$ cat src/rtl/sidf_pkg.sv
package sidf_pkg;

   // Width of a programmed match word, independent of the implemented identifier width
   localparam int unsigned WORD_W = 32;

   // How counter settings are routed to the comparators
   typedef enum logic [1:0] {
      SEL_RUNTIME = 2'd0,   // glob_sel pin chooses shared or per-counter
      SEL_LOCAL   = 2'd1,   // always per-counter
      SEL_SHARED  = 2'd2    // always counter 0 for everyone
   } sel_mode_e;

   typedef struct packed {
      logic              en;
      logic              span;
      logic [WORD_W-1:0] word;
   } flt_cfg_t;

endpackage

$ cat src/rtl/sidf_care_mask.sv
// Builds the set of identifier bits that must compare equal.
// Span mode: the trailing ones of the word and the first zero above them are
// don't-care. v ^ (v+1) marks exactly those bits; an all-ones word wraps to 0
// and so marks every bit.
module sidf_care_mask #(
   parameter int unsigned SID_W = 32
) (
   input  logic [SID_W-1:0] word_i,
   input  logic             span_i,
   output logic [SID_W-1:0] care_o
);
   localparam logic [SID_W-1:0] ONE = SID_W'(1);

   logic [SID_W-1:0] inc;
   logic [SID_W-1:0] dont_care;

   always_comb begin
      inc       = word_i + ONE;
      dont_care = word_i ^ inc;
      care_o    = span_i ? ~dont_care : '1;
   end
endmodule

$ cat src/rtl/sidf_cmp.sv
// One comparator: decides a single counter's hit from its effective settings.
module sidf_cmp
   import sidf_pkg::*;
#(
   parameter int unsigned SID_W = 32
) (
   input  logic [SID_W-1:0] sid_i,
   input  logic             en_i,
   input  logic             span_i,
   input  logic [SID_W-1:0] word_i,
   output logic             hit_o
);
   logic [SID_W-1:0] care;
   logic [SID_W-1:0] diff;

   sidf_care_mask #(.SID_W(SID_W)) u_mask (
      .word_i (word_i),
      .span_i (span_i),
      .care_o (care)
   );

   always_comb begin
      diff  = (sid_i ^ word_i) & care;
      hit_o = !en_i || (diff == '0);
   end
endmodule

$ cat src/rtl/sid_filter.sv
module sid_filter
   import sidf_pkg::*;
#(
   parameter int unsigned SID_W    = 32,
   parameter int unsigned NCTR     = 4,
   parameter sel_mode_e   SEL_MODE = SEL_RUNTIME
) (
   input  logic                    clk,
   input  logic                    rst_n,
   input  logic                    glob_sel,
   input  logic [SID_W-1:0]        sid_in,
   input  logic [NCTR-1:0]         flt_en,
   input  logic [NCTR-1:0]         span_sel,
   input  logic [NCTR*WORD_W-1:0]  match_val,
   output logic [NCTR-1:0]         hit_now,
   output logic [NCTR-1:0]         hit_reg
);
   // Elaboration-time parameter checks
   if (SID_W < 1 || SID_W > WORD_W) begin : g_bad_sid_w
      $error("sid_filter: SID_W must lie in 1..%0d", WORD_W);
   end
   if (NCTR < 1 || NCTR > 64) begin : g_bad_nctr
      $error("sid_filter: NCTR must lie in 1..64");
   end

   flt_cfg_t cfg_raw [NCTR];
   flt_cfg_t cfg_eff [NCTR];

   // Unpack per-counter settings
   for (genvar i = 0; i < NCTR; i++) begin : g_unpack
      assign cfg_raw[i].en   = flt_en[i];
      assign cfg_raw[i].span = span_sel[i];
      assign cfg_raw[i].word = match_val[i*WORD_W +: WORD_W];
   end

   // Route settings according to the chosen variant
   for (genvar i = 0; i < NCTR; i++) begin : g_route
      if (SEL_MODE == SEL_RUNTIME) begin : g_rt
         assign cfg_eff[i] = glob_sel ? cfg_raw[0] : cfg_raw[i];
      end else if (SEL_MODE == SEL_SHARED) begin : g_sh
         assign cfg_eff[i] = cfg_raw[0];
      end else begin : g_lc
         assign cfg_eff[i] = cfg_raw[i];
      end
   end

   // One comparator per counter; only low SID_W bits of the word are used
   for (genvar i = 0; i < NCTR; i++) begin : g_cmp
      sidf_cmp #(.SID_W(SID_W)) u_cmp (
         .sid_i  (sid_in),
         .en_i   (cfg_eff[i].en),
         .span_i (cfg_eff[i].span),
         .word_i (cfg_eff[i].word[SID_W-1:0]),
         .hit_o  (hit_now[i])
      );
   end

   // Registered copy for the increment path
   always_ff @(posedge clk or negedge rst_n) begin
      if (!rst_n) hit_reg <= '0;
      else        hit_reg <= hit_now;
   end
endmodule

$ cat config.mk
export PLATFORM = sky130hd
export DESIGN_NAME = sid_filter
export DESIGN_NICKNAME = d
export VERILOG_FILES = /design/src/rtl/sidf_pkg.sv /design/src/rtl/sidf_care_mask.sv /design/src/rtl/sidf_cmp.sv /design/src/rtl/sid_filter.sv
export SDC_FILE = /design/constraint.sdc
export NUM_CORES = 1
export LEC_CHECK = 0
export ABC_CLOCK_PERIOD_IN_PS = 11800
export CAP_MARGIN = 25
export CELL_PAD_IN_SITES_DETAIL_PLACEMENT = 1
export CELL_PAD_IN_SITES_GLOBAL_PLACEMENT = 1
export CORE_MARGIN = 3
export CORE_UTILIZATION = 36
export DETAILED_ROUTE_END_ITERATION = 7
export PLACE_DENSITY_LB_ADDON = 0.1
export SETUP_SLACK_MARGIN = 0.4
export SYNTH_ARGS = -nofsm -noshare
export SYNTH_HDL_FRONTEND = slang
export SYNTH_SLANG_ARGS = --single-unit
$ cat constraint.sdc
create_clock -name clk -period 11.8 [get_ports clk]
set_clock_uncertainty 0.2 [all_clocks]
set_input_delay 2.95 -clock clk [delete_from_list [all_inputs] [get_ports clk]]
set_output_delay 2.95 -clock clk [all_outputs]
set_load 0.005 [all_outputs]
==> out/qor.csv <==
stage,metric,value,unit
run_status,run_status,"finished, final reports clean",
sta,tns,0,ps
drt,wl_per_cell,28.9,µm
worst_setup_path,path_max_fanout,10,
placement,hpwl,25600,µm
drt,drtIter0Drc,670,
placement,placed_cell_area,0.00709,mm²
global_routing,grt_pass1_wl,44200,µm
die,fp.dieW,129,µm
synthesis,ys_seq_area_share,1.84,%
pwr,peakVddDrop,0.0450,mV
synthesis,syn_nets,931,
global_routing,overflow,0,
synthesis,synth_flop_cell,dfrtp_1,
drt,remaining_drc_errors,0,
sta,setup-violations-final,0,
placement,pre_cts_ws,1590,ps
sta,rsz0062_at_grt,no,
worst_setup_path,path_common_cell,clkdlybuf4s50_1,
clock_tree,clk_path_buf_depth,2,
global_routing,track_usage,34.8,%
pwr,power.density,52.6,mW/mm²
sta,drv_slew,0,
cells_and_area,area_growth,32.1,%
synthesis,muxShareOfSynthArea,15.2,%
clock_tree,cts.sinks,4,
sta,hold_viol,0,
sta,worstMarginPinSlew,1170,ps
die,row_count,44,
global_routing,antenna_found_initial,1,
synthesis,synth_top_family_by_area,simple AND/OR/NAND/NOR gates,
worst_setup_path,max_stage_delay,840,ps
pwr,p_leak,2.56,nW
cells_and_area,mostFrequentLayoutCells,"clkdlybuf4s50_1 (177), xnor2_1 (88), mux2i_1 (80)",
die,die-area,0.0166,mm²
worst_setup_path,critPathRequiredTime,8650,ps
clock_tree,cts_tree,built,
clock_tree,cts-hold-fix-buffers,0,
cells_and_area,largest_register_ffs,4,
synthesis,synth_edf_count,0,
worst_setup_path,criticalPathCategory,in2out,
sta,fin_crit,10380,ps
synthesis,synth_xor_xnor_area_share,20.8,%
global_routing,grt_pass1_vias,7317,
worst_setup_path,path_buf_inv,2,
synthesis,ys_ff_latch,4,
die,io_pins,179,
cells_and_area,layout-drive-gt1-share,3.19,%
synthesis,ys_warn_count,0,
placement,port_buffers,178,
synthesis,synthArstFlopShare,100,%
run,maxCapViolCount,0,
die,die_h,129,µm
synthesis,synth_compound_area_share,26.1,%
synthesis,synth_cell_types,76,
cells_and_area,finalInstanceArea,0.00717,mm²
cells_and_area,n_antenna_cell,0,
clock_tree,cts_resized,0,
worst_setup_path,cp.arrival,7230,ps
worst_setup_path,critPathLaunchType,input pin,
global_routing,grt_max_degree,83,
clock_tree,cts_buffers,3,
synthesis,syn_area_per_cell,7.15,µm²
worst_setup_path,crit_chain,clkdlybuf4s50_1 > nand3_1 > a222oi_1 > and3_1 > a31oi_1 > nor4_1 > nand4_1 > o32ai_1 > clkdlybuf4s50_1,
clock_tree,cts_max_level,1,
clock_tree,path_clk_slew,30,ps
synthesis,syn-cell-area,0.00543,mm²
synthesis,syn_inst,759,
sta,period_share,88.0,%
drt,viasPerCell,6.71,
cells_and_area,layout_commonest_cell,clkdlybuf4s50_1,
sta,slew_headroom,21.7,%
sta,fmax,96.3,MHz
clock_tree,cts_setup_buffers,0,
hold_path,hold_path_class,in2async,
synthesis,synth_adder_area_share,0.231,%
worst_setup_path,worst_path_max_delay_cell,a222oi_1,
drt,vias,7117,
cells_and_area,nNetsFinal,1051,
die,initial_core_util,37.1,%
drt,finalWirelength,30600,µm
clock_tree,cts-root-buf,clkbuf_16,
drt,drtAntennaViolNets,0,
sta,layout_setup_ws,1420,ps
worst_setup_path,cp-end-kind,output port,
die,coreArea,0.0146,mm²
drt,drt_first_pass_iters,5,
worst_setup_path,critical_path.top_delay_family,compound AO/OA/AOI/OAI gates,
synthesis,synth_simple_gate_area_share,28.1,%
placement,gp_congestion,1.02,
-- through the flow --
step	hold slack, ps	total power [W]	util, %	std cells
floorplan	2450	0.000178	-	759
finish	2750	0.000377	49.0	1061
CTS	2760	0.000370	49.0	1061
global route	2760	0.000394	49.0	1061
detailed placement	3000	0.000313	48.4	1058
global placement	2980	0.000308	48.4	1058
-- cells in the mapped netlist, types with 5 or more instances --
library cell	number	area share, %
xor2_1	41	6.6
o31ai_1	6	0.83
nor3_1	17	1.6
nand2_1	42	2.9
o22ai_1	13	1.5
a22o_1	5	0.81
a21oi_1	45	4.1
xnor2_1	88	14
a21boi_0	9	1.2
buf_4	18	2.5
o21ai_0	39	3.6
clkbuf_1	33	2.3
nor2b_1	17	2.0
nand4b_1	10	1.6
nand4_1	23	2.7
nand3_1	42	3.9
a22oi_1	18	2.5
buf_2	9	0.83
nor4_1	7	0.81
nor2_1	29	2.0
inv_1	8	0.55
a31oi_1	18	2.1
a32oi_1	8	1.3
and2_1	5	0.58
mux2i_1	80	15
nand3b_1	21	2.9
and3_1	15	1.7
-- kinds of logic (layout without fill, tap and decap cells) --
| logic type | after synthesis | count (layout) |
|---|---|---|
| adder cells (fa/ha/maj) | 1 | 1 |
| AO/OA/AOI/OAI | 208 | 208 |
| flip-flops | 4 | 4 |
| AND/OR/NAND/NOR | 258 | 258 |
| buffers and inverters | 77 | 195 |
| multiplexers | 82 | 82 |
| XOR/XNOR | 129 | 129 |
-- layer usage --
layer  vias up  global-route usage, %  wire (µm)
li1       3122                      -          -
met1      3468                   43.3      12300
met2       433                   59.0      14300
met3        92                   6.39       2450
met4         2                   14.5       1560
met5         -                      0         13
-- report_power, final --
part	leakage, nW	switching, W	internal [W]
clock	0.0370	0.0000110	0.0000435
combinational	2.47	0.000175	0.000132
sequential	0.0456	0.000000241	0.0000148
total	2.56	0.000187	0.000191
-- cell type report --
cell class              count  area, µm²
clock buffers               3       75.1
fillers                  1840       7470
inverters                   9       33.8
multi-input cells         678       4910
flip-flops and latches      4        100
well taps                 184        230
repair buffers            183       1820
-- path summary, 6_finish.rpt --
path	from	cells past startpoint	to	slack, ps
setup / recovery	match_val[5]	9	hit_now[1]	1420
hold / removal	rst_n	1	hit_reg[0]	2750
max in group asynchronous	rst_n	1	hit_reg[3]	8460
min in group clk	flt_en[2]	3	hit_reg[2]	3270
Power figures use the tool's default switching activity.
